==> config.mk <==
export PLATFORM = sky130hd
export DESIGN_NAME = tristate_phase_detector
export DESIGN_NICKNAME = d
export VERILOG_FILES = /design/src/rtl/tpd_pkg.sv /design/src/rtl/tpd_reset_sync.sv /design/src/rtl/tpd_edge_sync.sv /design/src/rtl/tpd_state_ring.sv /design/src/rtl/tristate_phase_detector.sv
export SDC_FILE = /design/constraint.sdc
export NUM_CORES = 1
export LEC_CHECK = 0
export ABC_AREA = 1
export BUFFER_PORTS_ARGS = -buffer_cell sky130_fd_sc_hd__buf_2
export CORE_ASPECT_RATIO = 0.8
export CORE_MARGIN = 4
export CORE_UTILIZATION = 52
export DETAILED_ROUTE_END_ITERATION = 6
export PLACE_DENSITY = 0.71
export REMOVE_ABC_BUFFERS = 1
export SYNTH_ARGS = -nofsm -noshare
export SYNTH_HDL_FRONTEND = slang
export SYNTH_SLANG_ARGS = --single-unit
==> constraint.sdc <==
create_clock -name clk -period 2.2 [get_ports clk]
set_clock_uncertainty 0.2 [all_clocks]
set_input_delay 0.33 -clock clk [delete_from_list [all_inputs] [get_ports clk]]
set_output_delay 0.33 -clock clk [all_outputs]
set_load 0.05 [all_outputs]
==> src/rtl/tpd_pkg.sv <==
package tpd_pkg;

  localparam int unsigned TPD_NUM_IN  = 2;
  localparam int unsigned TPD_IDX_FB  = 0;
  localparam int unsigned TPD_IDX_REF = 1;

  // State numbers are behavioural: they fix the drive level and the slip flag
  typedef enum logic [3:0] {
    TPD_S1  = 4'd1,
    TPD_S2  = 4'd2,
    TPD_S3  = 4'd3,
    TPD_S4  = 4'd4,
    TPD_S5  = 4'd5,
    TPD_S6  = 4'd6,
    TPD_S7  = 4'd7,
    TPD_S8  = 4'd8,
    TPD_S9  = 4'd9,
    TPD_S10 = 4'd10
  } tpd_state_e;

  typedef enum logic [1:0] {
    TPD_REL  = 2'b00,
    TPD_LOW  = 2'b01,
    TPD_HIGH = 2'b10
  } tpd_drive_e;

  // Step taken on a lone feedback edge
  function automatic tpd_state_e tpd_fb_step(input tpd_state_e s);
    case (s)
      TPD_S1:  return TPD_S2;
      TPD_S2:  return TPD_S7;
      TPD_S3:  return TPD_S4;
      TPD_S4:  return TPD_S5;
      TPD_S5:  return TPD_S2;
      TPD_S6:  return TPD_S7;
      TPD_S7:  return TPD_S8;
      TPD_S8:  return TPD_S9;
      TPD_S9:  return TPD_S9;
      TPD_S10: return TPD_S8;
      default: return TPD_S5;
    endcase
  endfunction

  // Step taken on a lone reference edge
  function automatic tpd_state_e tpd_ref_step(input tpd_state_e s);
    case (s)
      TPD_S1:  return TPD_S4;
      TPD_S2:  return TPD_S1;
      TPD_S3:  return TPD_S3;
      TPD_S4:  return TPD_S3;
      TPD_S5:  return TPD_S4;
      TPD_S6:  return TPD_S1;
      TPD_S7:  return TPD_S6;
      TPD_S8:  return TPD_S10;
      TPD_S9:  return TPD_S8;
      TPD_S10: return TPD_S6;
      default: return TPD_S5;
    endcase
  endfunction

  function automatic tpd_drive_e tpd_drive_of(input tpd_state_e s);
    case (s)
      TPD_S7, TPD_S8, TPD_S9: return TPD_HIGH;
      TPD_S1, TPD_S3, TPD_S4: return TPD_LOW;
      default:                return TPD_REL;
    endcase
  endfunction

  function automatic logic tpd_tracking(input tpd_state_e s);
    return (s == TPD_S1) || (s == TPD_S2) || (s == TPD_S6) || (s == TPD_S7);
  endfunction

endpackage

==> src/rtl/tpd_reset_sync.sv <==
module tpd_reset_sync #(
  parameter int unsigned STAGES = 2
) (
  input  logic clk,
  input  logic rst_n,
  output logic rst_sync_n
);

  logic [STAGES-1:0] chain_q;

  always_ff @(posedge clk or negedge rst_n) begin
    if (!rst_n) begin
      chain_q <= '0;
    end else begin
      chain_q <= {chain_q[STAGES-2:0], 1'b1};
    end
  end

  assign rst_sync_n = chain_q[STAGES-1];

endmodule

==> src/rtl/tpd_edge_sync.sv <==
module tpd_edge_sync #(
  parameter int unsigned SYNC_STAGES = 2
) (
  input  logic clk,
  input  logic rst_n,
  input  logic din,
  output logic rise
);

  localparam int unsigned MSB = SYNC_STAGES - 1;

  logic [MSB:0] sync_q;
  logic         last_q;

  always_ff @(posedge clk or negedge rst_n) begin
    if (!rst_n) begin
      sync_q <= '0;
      last_q <= 1'b0;
    end else begin
      sync_q <= {sync_q[MSB-1:0], din};
      last_q <= sync_q[MSB];
    end
  end

  assign rise = sync_q[MSB] & ~last_q;

  // a held level yields a single-cycle event, never two in a row
  assert_single_pulse_R2: assert property (
    @(posedge clk) disable iff (!rst_n)
    rise |=> !rise
  );

endmodule

==> src/rtl/tpd_state_ring.sv <==
module tpd_state_ring
  import tpd_pkg::*;
(
  input  logic       clk,
  input  logic       rst_n,
  input  logic       fb_rise,
  input  logic       ref_rise,
  output logic [1:0] pd_code,
  output logic       pd_oe,
  output logic       slip_n
);

  tpd_state_e state_q, state_d;
  tpd_drive_e drive_q, drive_d;
  logic       oe_q, oe_d;
  logic       slip_n_q, slip_n_d;
  logic       step_en;

  // Next-state and output decode
  always_comb begin
    step_en = fb_rise ^ ref_rise;
    state_d = state_q;
    if (fb_rise && !ref_rise) begin
      state_d = tpd_fb_step(state_q);
    end else if (ref_rise && !fb_rise) begin
      state_d = tpd_ref_step(state_q);
    end
    drive_d  = tpd_drive_of(state_d);
    oe_d     = (drive_d != TPD_REL);
    slip_n_d = tpd_tracking(state_d);
  end

  // Registers, updated only when exactly one input edge is present
  always_ff @(posedge clk or negedge rst_n) begin
    if (!rst_n) begin
      state_q  <= TPD_S5;
      drive_q  <= TPD_REL;
      oe_q     <= 1'b0;
      slip_n_q <= 1'b0;
    end else if (step_en) begin
      state_q  <= state_d;
      drive_q  <= drive_d;
      oe_q     <= oe_d;
      slip_n_q <= slip_n_d;
    end
  end

  assign pd_code = drive_q;
  assign pd_oe   = oe_q;
  assign slip_n  = slip_n_q;

  // coincident edges, or none, leave the state alone
  assert_coincident_hold_R8: assert property (
    @(posedge clk) disable iff (!rst_n)
    (fb_rise == ref_rise) |=> $stable(state_q)
  );

  // any state change is caused by a detected edge one cycle earlier
  assert_change_needs_edge_R2: assert property (
    @(posedge clk) disable iff (!rst_n)
    !$stable(state_q) |-> $past(fb_rise || ref_rise)
  );

  // the upper end of the ladder is clamped
  assert_clamp_top_R10: assert property (
    @(posedge clk) disable iff (!rst_n)
    (state_q == TPD_S9 && fb_rise && !ref_rise) |=> (state_q == TPD_S9)
  );

  // the lower end of the ladder is clamped
  assert_clamp_bottom_R10: assert property (
    @(posedge clk) disable iff (!rst_n)
    (state_q == TPD_S3 && ref_rise && !fb_rise) |=> (state_q == TPD_S3)
  );

  // leaving positive saturation goes through the crossover state
  assert_crossover_path_R11: assert property (
    @(posedge clk) disable iff (!rst_n)
    (state_q == TPD_S8 && ref_rise && !fb_rise) |=> (state_q == TPD_S10)
  );

endmodule

==> src/rtl/tristate_phase_detector.sv <==
module tristate_phase_detector
  import tpd_pkg::*;
#(
  parameter int unsigned SYNC_STAGES  = 2,
  parameter int unsigned RESET_STAGES = 2
) (
  input  logic       clk,
  input  logic       rst_n,
  input  logic       fb_in,
  input  logic       ref_in,
  output logic [1:0] pd_code,
  output logic       pd_oe,
  output logic       slip_n
);

  logic                  rst_core_n;
  logic [TPD_NUM_IN-1:0] raw_in;
  logic [TPD_NUM_IN-1:0] rise_vec;

  assign raw_in[TPD_IDX_FB]  = fb_in;
  assign raw_in[TPD_IDX_REF] = ref_in;

  tpd_reset_sync #(
    .STAGES (RESET_STAGES)
  ) u_rst (
    .clk        (clk),
    .rst_n      (rst_n),
    .rst_sync_n (rst_core_n)
  );

  for (genvar gi = 0; gi < TPD_NUM_IN; gi++) begin : g_in
    tpd_edge_sync #(
      .SYNC_STAGES (SYNC_STAGES)
    ) u_edge (
      .clk   (clk),
      .rst_n (rst_core_n),
      .din   (raw_in[gi]),
      .rise  (rise_vec[gi])
    );
  end

  tpd_state_ring u_ring (
    .clk      (clk),
    .rst_n    (rst_core_n),
    .fb_rise  (rise_vec[TPD_IDX_FB]),
    .ref_rise (rise_vec[TPD_IDX_REF]),
    .pd_code  (pd_code),
    .pd_oe    (pd_oe),
    .slip_n   (slip_n)
  );

endmodule

# After elaboration in Yosys (flattened, before gate mapping)
# Memory sizes are Yosys's and may differ from the RTL's.
# Cells that the tools add are included.
[totals]
reg_bits = 16
mem_bits_ro = 128
input_bits = 4
output_inout_bits = 4
word_cells = 37
memories = 2
[mem_list]
columns = ["memory", "words", "word_bits", "rd", "rd_ports_with_merged_regs", "wr", "line_no", "source"]
rows = [
  ["(no name shown)", 16, 4, 1, 0, 0, "tpd_pkg.sv:29", "case (s)"],
  ["(no name shown)", 16, 4, 1, 0, 0, "tpd_pkg.sv:46", "case (s)"],
]
[op_classes]
eq_ne = 8
mux = 3
bitwise = 5
n_reduce_logical = 10
[ops]
columns = ["op", "count"]
rows = [
  ["$eq A4 B3 Y1 const B", 3],
  ["$eq A4 B2 Y1 const B", 2],
  ["$eq A4 B4 Y1 const B", 2],
  ["$mux W4", 2],
  ["$reduce_or A3 Y1", 2],
  ["$eq A4 B1 Y1 const B", 1],
  ["$pmux W2 S2", 1],
  ["$logic_or A1 B1 Y1", 3],
  ["$and A1 B1 Y1", 2],
  ["$logic_and A1 B1 Y1", 2],
  ["$logic_not A1 Y1", 2],
  ["$not A1 Y1", 2],
  ["$reduce_bool A2 Y1", 1],
  ["$xor A1 B1 Y1", 1],
]

# Depth between registers and ports, before layout
# Gate-level depths: netlist of run 1.
[logic_depth]
depth_word = 10
mapped_depth = 16
ltp_nobuf = 16

# Modules after synthesis
# Synthesis of run 1 repeated with hierarchy kept, for this count alone.
[hier_totals]
cells_unflattened = 121
area_unflattened_um2 = 942.2
[by_module_without_submodules]
columns = ["module", "n_inst", "cells_each", "area_per_inst_um2", "seq_area_each_um2"]
rows = [
  ["tpd_state_ring", 1, 108, 718.2, 202.7],
  ["tpd_edge_sync", 2, 5, 85.1, 75.1],
  ["tpd_reset_sync", 1, 3, 53.8, 50.0],
]

# Worst setup path after synthesis of run 1
# No wires, ideal clock.
[synth_timing]
path_type = "reg2reg"
start = "reg u_ring.state_q[0]"
end = "reg u_ring.oe_q (netlist: u_ring.pd_oe)"
setup_ns = 0.127
arrival_ns = 1.585
t_required_ns = 1.873
slack_ns = 0.288
path_stages_with_launch = 13
path_buffers = 0
synth_period_minus_slack_ns = 1.912
cell_sequence = "dfstp_2 -> inv_1 -> ha_1 -> inv_1 -> nand2_1 -> nand3_1 -> nand3_1 -> nand2_1 -> nor2_1 -> nand2_1 -> nor2_1 -> nor2_1 -> nand3_1"
[synth_via]
elab_chain_cells = 7
elab_cells_between_ends = 14
cone_classes = "eq/ne: 6; mux: 3; reduce/logical: 3; memory: 2"
[synth_rtl]
columns = ["item", "line_no", "source"]
rows = [
  ["start: declaration", "tpd_state_ring.sv:13", "tpd_state_e state_q, state_d;"],
  ["start signal: assignment", "tpd_state_ring.sv:41", "state_q <= state_d;"],
  ["$mem_v2 Z16 W4", "--", ""],
  ["$mux W4", "tpd_state_ring.sv:25", "end else if (ref_rise && !fb_rise) begin"],
  ["$mux W4 *", "tpd_state_ring.sv:23", "if (fb_rise && !ref_rise) begin"],
  ["$eq A4 B2 Y1, or another cell as far along", "tpd_pkg.sv:62", "case (s)"],
  ["$reduce_or A3 Y1", "tpd_pkg.sv:62", ""],
  ["$pmux W2 S2 *", "tpd_pkg.sv:62", ""],
  ["$reduce_bool A2 Y1 *", "tpd_state_ring.sv:29", "oe_d = (drive_d != TPD_REL);"],
  ["end signal: assignment", "tpd_state_ring.sv:38", "oe_q <= 1'b0;"],
  ["end signal: assignment", "tpd_state_ring.sv:43", "oe_q <= oe_d;"],
  ["end: declaration", "tpd_state_ring.sv:15", "logic oe_q, oe_d;"],
]
# Every way passes the cells marked *; elsewhere a longest branch is shown, timed or not.
# A chain may end at the register's enable or synchronous reset.

# Worst setup path in the final report of run 1
# Same ends and word-level chain as after synthesis.

==> results of run 1 <==
## cell type report
class	count	area, um^2
sequential	16	403
timing repair buffer	14	95.1
tap	22	27.5
multi-input combinational	86	457
inverter	16	60.1
clock buffer	4	36.3
fill	138	564
## through the flow
stage | cells | worst slack, ns
floorplan | 118 | 0.288
global placement | 147 | 0.126
detailed placement | 147 | 0.0979
CTS | 154 | 0.0696
global route | 158 | -0.0127
finish | 158 | 0.0952
## cells in the mapped netlist
library cell and number:
sky130_fd_sc_hd__dfrtp_1 14, sky130_fd_sc_hd__nor2_4 1, sky130_fd_sc_hd__a31oi_1 1, sky130_fd_sc_hd__a21oi_4 1, sky130_fd_sc_hd__o21bai_1 1, sky130_fd_sc_hd__a21boi_2 1, sky130_fd_sc_hd__conb_1 1, sky130_fd_sc_hd__clkbuf_8 1
sky130_fd_sc_hd__nand3_1 15, sky130_fd_sc_hd__clkbuf_1 1, sky130_fd_sc_hd__ha_1 6, sky130_fd_sc_hd__dfstp_2 2, sky130_fd_sc_hd__inv_2 1, sky130_fd_sc_hd__inv_1 15, sky130_fd_sc_hd__nor2_1 13, sky130_fd_sc_hd__nand2_1 38
sky130_fd_sc_hd__a21oi_1 3, sky130_fd_sc_hd__o21ai_0 5
## final timing paths
| check | from | end | slack [ns] | cells after the start |
|---|---|---|---|---|
| max | u_ring.state_q[0] | u_ring.pd_oe | 0.1 | 12 |
| min | u_rst.chain_q[1] | u_ring.pd_code[0] | 0.02 | 0 |
| max reg2reg | u_ring.state_q[0] | u_ring.pd_oe | 0.1 | 12 |
| min reg2reg | u_rst.chain_q[1] | u_ring.pd_code[0] | 0.02 | 0 |
| max in group asynchronous | u_rst.chain_q[1] | u_ring.state_q[0] | 1.42 | 0 |
| min in group clk | u_rst.chain_q[0] | u_rst.chain_q[1] | 0.15 | 0 |
## registers in the layout (all words and copies together), names as in the netlist
name / flops
u_ring.slip_n: 1
u_rst.chain_q: 2
u_ring.pd_code: 2
g_in.u_edge.sync_q: 4
u_ring.pd_oe: 1
u_ring.state_q: 4
g_in.u_edge.last_q: 2
## per-layer routing
metal  global-route usage, %  vias to the layer above  wire, um
li1                        -                      405         -
met4                    4.85                        0        26
met1                    24.4                      371       829
met2                    26.2                       49       880
met3                    6.56                        6       198
met5                       0                        -         0
## where the power goes
part	switching [W]	internal [W]	total, W	leakage (nW)
Clock	0.0000864	0.000101	0.000187	0.0210
Sequential	0.0000822	0.000374	0.000456	0.191
Combinational	0.000455	0.000233	0.000688	0.352
## worst max-delay path, cell delays in order (launching register included)
cell and delay [ns]:
sky130_fd_sc_hd__dfstp_2 0.57, sky130_fd_sc_hd__inv_1 0.07, sky130_fd_sc_hd__ha_1 0.32, sky130_fd_sc_hd__inv_1 0.07, sky130_fd_sc_hd__nand2_1 0.05, sky130_fd_sc_hd__nand3_1 0.08
sky130_fd_sc_hd__nand3_1 0.09, sky130_fd_sc_hd__nand2_2 0.11, sky130_fd_sc_hd__nor2_1 0.06, sky130_fd_sc_hd__nand2_1 0.07, sky130_fd_sc_hd__nor2_1 0.04, sky130_fd_sc_hd__nor2_1 0.14
sky130_fd_sc_hd__nand3_1 0.09
## repair_timing
| item | 4_1_cts | 5_1_grt |
|---|---|---|
| endpoints found under the setup margin | 0 | 4 |
| endpoints found under the hold margin | 4 | 0 |
| setup buffers | 0 | 4 |
| resized for setup | 0 | 7 |
| hold buffers | 3 | 0 |
## kinds of logic (layout without fill, tap and decap cells)
group           count (synthesis)  after routing  share of synthesized area [%]
other cells                     1              1                          0.408
flops                          16             16                           43.9
buf+inv                        18             34                           8.45
compound gates                 12             12                           8.86
fa+ha+maj                       6              6                           8.17
simple gates                   67             67                           30.2
==> impl_metrics.xml, run 1 <==
<?xml version="1.0" encoding="UTF-8"?>
<metrics>
  <group name="status">
    <metric name="status" unit="">completed</metric>
  </group>
  <group name="routing">
    <metric name="routed_via_density" unit="">5.26</metric>
    <metric name="antenna_left" unit="">0</metric>
    <metric name="wl_per_cell" unit="um">12.2</metric>
    <metric name="drt_drc_violations_left" unit="">0</metric>
    <metric name="dr_total_vias" unit="">831</metric>
    <metric name="initialDrtViolationCount" unit="">49</metric>
    <metric name="drt_pass_1_iters" unit="">7</metric>
    <metric name="routed_wirelength" unit="um">1930</metric>
  </group>
  <group name="yosys">
    <metric name="synth-seq-area-share" unit="%">43.9</metric>
    <metric name="yosys_register_bits" unit="">16</metric>
    <metric name="synth_warnings" unit="">0</metric>
    <metric name="synth_area" unit="um^2">918</metric>
    <metric name="synth_largest_area_cell" unit="">sky130_fd_sc_hd__dfrtp_1</metric>
    <metric name="yosys-top-cells-area" unit="">sky130_fd_sc_hd__dfrtp_1, sky130_fd_sc_hd__nand2_1, sky130_fd_sc_hd__ha_1, sky130_fd_sc_hd__nand3_1, sky130_fd_sc_hd__inv_1</metric>
    <metric name="post_synth_inst_count" unit="">120</metric>
    <metric name="postSynthAreaPerCell" unit="um^2">7.65</metric>
    <metric name="netlist.area_leader.share" unit="%">38.1</metric>
    <metric name="post_synth_num_cell_types" unit="">18</metric>
  </group>
  <group name="placed_design">
    <metric name="placement_stage_cell_area" unit="um^2">963</metric>
    <metric name="finalWeightedCongestion" unit="">0.913</metric>
    <metric name="hpwl" unit="um">1340</metric>
    <metric name="port-buffer-count" unit="">7</metric>
  </group>
  <group name="sta">
    <metric name="max_slew.worst_pin.slew" unit="ns">0.534</metric>
    <metric name="achievable-frequency" unit="GHz">0.475</metric>
    <metric name="maxSlewHeadroom" unit="%">64.4</metric>
    <metric name="finalSetupViolations" unit="">0</metric>
    <metric name="min_period" unit="ns">2.10</metric>
    <metric name="slew_violations" unit="">0</metric>
    <metric name="hold-worst-slack" unit="ns">0.0182</metric>
    <metric name="final.period_utilization" unit="%">95.7</metric>
    <metric name="tns" unit="ns">0</metric>
    <metric name="hold_viol" unit="">0</metric>
  </group>
  <group name="clock_network">
    <metric name="cts.sink_count" unit="">16</metric>
    <metric name="insertion_delay" unit="ns">0.29</metric>
    <metric name="clock_tree.buffer_depth" unit="">2</metric>
    <metric name="cts_root_buffer" unit="">sky130_fd_sc_hd__clkbuf_4</metric>
    <metric name="clock_tree_from_tritoncts" unit="">yes</metric>
    <metric name="maximum_level_of_the_cts_h_tree" unit="">1</metric>
    <metric name="cts.clk_slew.worst_paths" unit="ns">0.08</metric>
    <metric name="cts_buffers" unit="">3</metric>
  </group>
  <group name="min_path">
    <metric name="min-delay-path-class" unit="">reg -&gt; async</metric>
  </group>
  <group name="critical_path">
    <metric name="critPathMaxFanout" unit="">5</metric>
    <metric name="worstPathArrival" unit="ns">2.08</metric>
    <metric name="timing.critical_path.from_type" unit="">flip-flop</metric>
    <metric name="criticalPathCategory" unit="">reg -&gt; reg</metric>
    <metric name="endpoint_kind" unit="">flip-flop</metric>
    <metric name="worst_ep_required" unit="ns">2.17</metric>
  </group>
  <group name="global_routing">
    <metric name="antenna_violations_before_repair" unit="">0</metric>
    <metric name="gr-usage-all-layers" unit="%">17.8</metric>
    <metric name="grt_pass1_vias" unit="">733</metric>
    <metric name="grt_pass1_wl" unit="um">3130</metric>
    <metric name="grt_remaining_overflow" unit="">0</metric>
    <metric name="grt_start_max_net_pins" unit="">15</metric>
  </group>
  <group name="die">
    <metric name="die_area" unit="um^2">2510</metric>
    <metric name="die-width" unit="um">55.0</metric>
    <metric name="die_y" unit="um">45.6</metric>
    <metric name="row_count" unit="">13</metric>
    <metric name="io_pins" unit="">8</metric>
    <metric name="coreArea" unit="um^2">1640</metric>
    <metric name="floorplan.initialDensity" unit="%">55.9</metric>
  </group>
  <group name="final_layout">
    <metric name="antenna_cells_inserted" unit="">0</metric>
    <metric name="layout-drive-gt1-share" unit="%">19.9</metric>
    <metric name="layout-area-overhead-vs-synth" unit="%">17.4</metric>
    <metric name="commonest_non_fill_non_tap_cells_in_the_layout" unit="">sky130_fd_sc_hd__nand2_1, sky130_fd_sc_hd__nand3_1, sky130_fd_sc_hd__inv_1, sky130_fd_sc_hd__dfrtp_1, sky130_fd_sc_hd__nor2_1</metric>
    <metric name="mostFrequentLayoutCell" unit="">sky130_fd_sc_hd__nand2_1</metric>
    <metric name="layout.core_utilization" unit="%">65.7</metric>
    <metric name="post-route-cell-area" unit="um^2">1080</metric>
    <metric name="nets" unit="">147</metric>
  </group>
  <group name="power">
    <metric name="ir_drop" unit="V">0.000829</metric>
    <metric name="power.total" unit="W">0.00133</metric>
    <metric name="pwr_density_cell" unit="nW/um^2">1230</metric>
    <metric name="power_leakage" unit="nW">0.564</metric>
  </group>
  <group name="job">
    <metric name="maxCapViolCount" unit="">0</metric>
  </group>
</metrics>
(Power assumes the default switching activity.)
==> inputs of run 2 (changes only) <==
--- a/config.mk
+++ b/config.mk
@@ -7,7 +7,6 @@
 export LEC_CHECK = 0
 export ABC_AREA = 1
 export BUFFER_PORTS_ARGS = -buffer_cell sky130_fd_sc_hd__buf_2
-export CORE_ASPECT_RATIO = 0.8
 export CORE_MARGIN = 4
 export CORE_UTILIZATION = 52
 export DETAILED_ROUTE_END_ITERATION = 6
==> run 2 against run 1 <==
  * Core utilization is 3.0 points higher
  * Via count is 3.7% lower
  * Sequential power barely moved
  * Global-route usage is 1.7 points lower
  * Power decreased by 0.72%
  * First-iteration DRC count decreased by 88%
  * Non-clock buffer count increased by 1
  * Wire length decreased by 3.0%
  * Critical path depth is the same
  * Sequential share of layout area decreased by 0.51 points
==> impl_metrics.xml, run 2 (synthesis results as in run 1) <==
<?xml version="1.0" encoding="UTF-8"?>
<metrics>
  <group name="critical_path">
    <metric name="reg2reg_from" unit="">u_ring.state_q[0]</metric>
    <metric name="worst_ep_required" unit="ns">2.16</metric>
    <metric name="critical-path-top-delay-family" unit="">simple AND/OR/NAND/NOR gates</metric>
    <metric name="critPathSlowestCell" unit="">sky130_fd_sc_hd__dfstp_2</metric>
    <metric name="reg2reg_to" unit="">u_ring.pd_oe</metric>
    <metric name="endpoint_kind" unit="">flip-flop</metric>
    <metric name="crit_chain" unit="">inv_1 &gt; ha_1 &gt; inv_1 &gt; nand2_1 &gt; nand3_1 &gt; nand3_1 &gt; nand2_2 &gt; nor2_1 &gt; nand2_1 &gt; nor2_1 &gt; nor2_1 &gt; nand3_1</metric>
    <metric name="critPathMaxFanout" unit="">6</metric>
    <metric name="max_stage_delay" unit="ns">0.60</metric>
    <metric name="r2r_setup_slack" unit="ns">0.13</metric>
    <metric name="timing.critical_path.from_type" unit="">flip-flop</metric>
    <metric name="number_of_cells_on_the_worst_reg_to_reg_path" unit="">12</metric>
    <metric name="criticalPathCategory" unit="">reg -&gt; reg</metric>
    <metric name="crit_cells" unit="">12</metric>
    <metric name="critical_path.n_buffers_inverters" unit="">2</metric>
    <metric name="worstPathArrival" unit="ns">2.03</metric>
  </group>
  <group name="clock_network">
    <metric name="clock_tree_from_tritoncts" unit="">yes</metric>
    <metric name="cts.sink_count" unit="">16</metric>
    <metric name="clock_tree.buffer_depth" unit="">2</metric>
    <metric name="insertion_delay" unit="ns">0.27</metric>
    <metric name="maximum_level_of_the_cts_h_tree" unit="">1</metric>
    <metric name="cts.clk_slew.worst_paths" unit="ns">0.09</metric>
    <metric name="cts_buffers" unit="">3</metric>
    <metric name="cts_root_buffer" unit="">sky130_fd_sc_hd__clkbuf_4</metric>
  </group>
  <group name="final_layout">
    <metric name="layout-area-overhead-vs-synth" unit="%">19.1</metric>
    <metric name="mostFrequentLayoutCell" unit="">sky130_fd_sc_hd__nand2_1</metric>
    <metric name="layout-drive-gt1-share" unit="%">22.6</metric>
    <metric name="reg_top3" unit="">g_in.u_edge.sync_q: 4 flops, u_ring.state_q: 4 flops</metric>
    <metric name="layout.core_utilization" unit="%">68.6</metric>
    <metric name="layout.cells.non_filler" unit="">161</metric>
    <metric name="antenna_cells_inserted" unit="">0</metric>
    <metric name="commonest_non_fill_non_tap_cells_in_the_layout" unit="">sky130_fd_sc_hd__nand2_1, sky130_fd_sc_hd__inv_1, sky130_fd_sc_hd__nand3_1, sky130_fd_sc_hd__dfrtp_1, sky130_fd_sc_hd__nor2_1</metric>
    <metric name="nets" unit="">148</metric>
  </group>
  <group name="sta">
    <metric name="slew_violations" unit="">0</metric>
    <metric name="finalSetupViolations" unit="">0</metric>
    <metric name="achievable-frequency" unit="GHz">0.483</metric>
    <metric name="min_period" unit="ns">2.07</metric>
    <metric name="final.period_utilization" unit="%">94.0</metric>
    <metric name="max_slew.worst_pin.slew" unit="ns">0.555</metric>
    <metric name="hold_viol" unit="">0</metric>
    <metric name="maxSlewHeadroom" unit="%">63.0</metric>
  </group>
  <group name="placed_design">
    <metric name="hpwl" unit="um">1370</metric>
    <metric name="port-buffer-count" unit="">7</metric>
    <metric name="finalWeightedCongestion" unit="">0.926</metric>
    <metric name="place_inst" unit="">149</metric>
  </group>
  <group name="global_routing">
    <metric name="grt_pass1_vias" unit="">753</metric>
    <metric name="grt_start_max_net_pins" unit="">15</metric>
    <metric name="grt_remaining_overflow" unit="">0</metric>
    <metric name="grt_pass1_wl" unit="um">3110</metric>
    <metric name="gr-usage-all-layers" unit="%">16.1</metric>
    <metric name="antenna_violations_before_repair" unit="">0</metric>
  </group>
  <group name="routing">
    <metric name="wl_per_cell" unit="um">11.6</metric>
    <metric name="routed_via_density" unit="">4.97</metric>
    <metric name="drt_pass_1_iters" unit="">4</metric>
    <metric name="drt_drc_violations_left" unit="">0</metric>
    <metric name="antenna_left" unit="">0</metric>
    <metric name="initialDrtViolationCount" unit="">6</metric>
    <metric name="dr_total_vias" unit="">800</metric>
    <metric name="routed_wirelength" unit="um">1880</metric>
  </group>
  <group name="die">
    <metric name="die-width" unit="um">50.0</metric>
    <metric name="io_pins" unit="">8</metric>
    <metric name="coreArea" unit="um^2">1590</metric>
    <metric name="die_area" unit="um^2">2500</metric>
    <metric name="die_y" unit="um">50.0</metric>
    <metric name="floorplan.initialDensity" unit="%">57.6</metric>
    <metric name="row_count" unit="">14</metric>
  </group>
  <group name="min_path">
    <metric name="min-delay-path-class" unit="">reg -&gt; async</metric>
  </group>
  <group name="power">
    <metric name="power.total" unit="W">0.00132</metric>
    <metric name="ir_drop" unit="V">0.000843</metric>
    <metric name="pwr_density_cell" unit="nW/um^2">1210</metric>
    <metric name="power_leakage" unit="nW">0.570</metric>
  </group>
  <group name="status">
    <metric name="status" unit="">completed</metric>
  </group>
  <group name="job">
    <metric name="maxCapViolCount" unit="">0</metric>
  </group>
</metrics>
==> run 2: changes by cell type in the layout (fill, tap and decap cells not counted), sizes merged <==
cell and change:
buf +1
==> run 2: per-layer routing <==
layer / GRT usage (%) / part of all wire (%) / routed length (um)
met1: 19.5 / 45 / 842
met2: 27.0 / 51 / 949
met3: 2.71 / 3.8 / 71
met4: 8.29 / 0.53 / 10
met5: 0 / 0 / 0
==> run 2: worst max path at each step <==
stage	from	to	slack (ns)
2_1_floorplan	u_ring.state_q[0]	u_ring.pd_oe	0.29
3_3_place_gp	u_ring.state_q[0]	u_ring.pd_oe	0.1
3_5_place_dp	u_ring.state_q[0]	u_ring.pd_oe	0.08
4_1_cts	u_ring.state_q[0]	u_ring.pd_oe	0.04
5_1_grt	g_in[0].u_edge.sync_q[1]	u_ring.pd_oe	-0.01
6_report	u_ring.state_q[0]	u_ring.pd_oe	0.13
==> run 2: power breakdown <==
group | total [W] | leakage [nW] | switching [W] | internal, W
sequential | 0.000458 | 0.191 | 0.0000835 | 0.000374
clock | 0.000184 | 0.0210 | 0.0000832 | 0.000100
combinational | 0.000680 | 0.358 | 0.000441 | 0.000240
==> run 2: final cells by class <==
class	instances	area (um^2)
repair buffers	15	103
flip-flops and latches	16	403
inverters	16	60.1
multi-input cells	86	462
fillers	135	500
clock buffers	4	36.3
well taps	24	30.0
==> run 2: timing repair <==
action                                 in CTS  in global routing
gates resized for setup                     0                  9
setup endpoints to repair                   0                  4
endpoints found under the hold margin       4                  0
buffers inserted                            0                  5
hold buffers                                3                  0
==> run 2: per-stage QoR <==
stage	area [um^2]	setup TNS, ns	worst slack (ns)	hold WS (ns)
6_report	1090	0	0.132	0.0281
5_1_grt	1090	-0.0157	-0.0132	0.0551
4_1_cts	1030	0	0.0396	0.0386
3_5_place_dp	966	0	0.0753	-0.0833
3_3_place_gp	966	0	0.0986	-0.0849
2_1_floorplan	901	0	0.288	-0.166
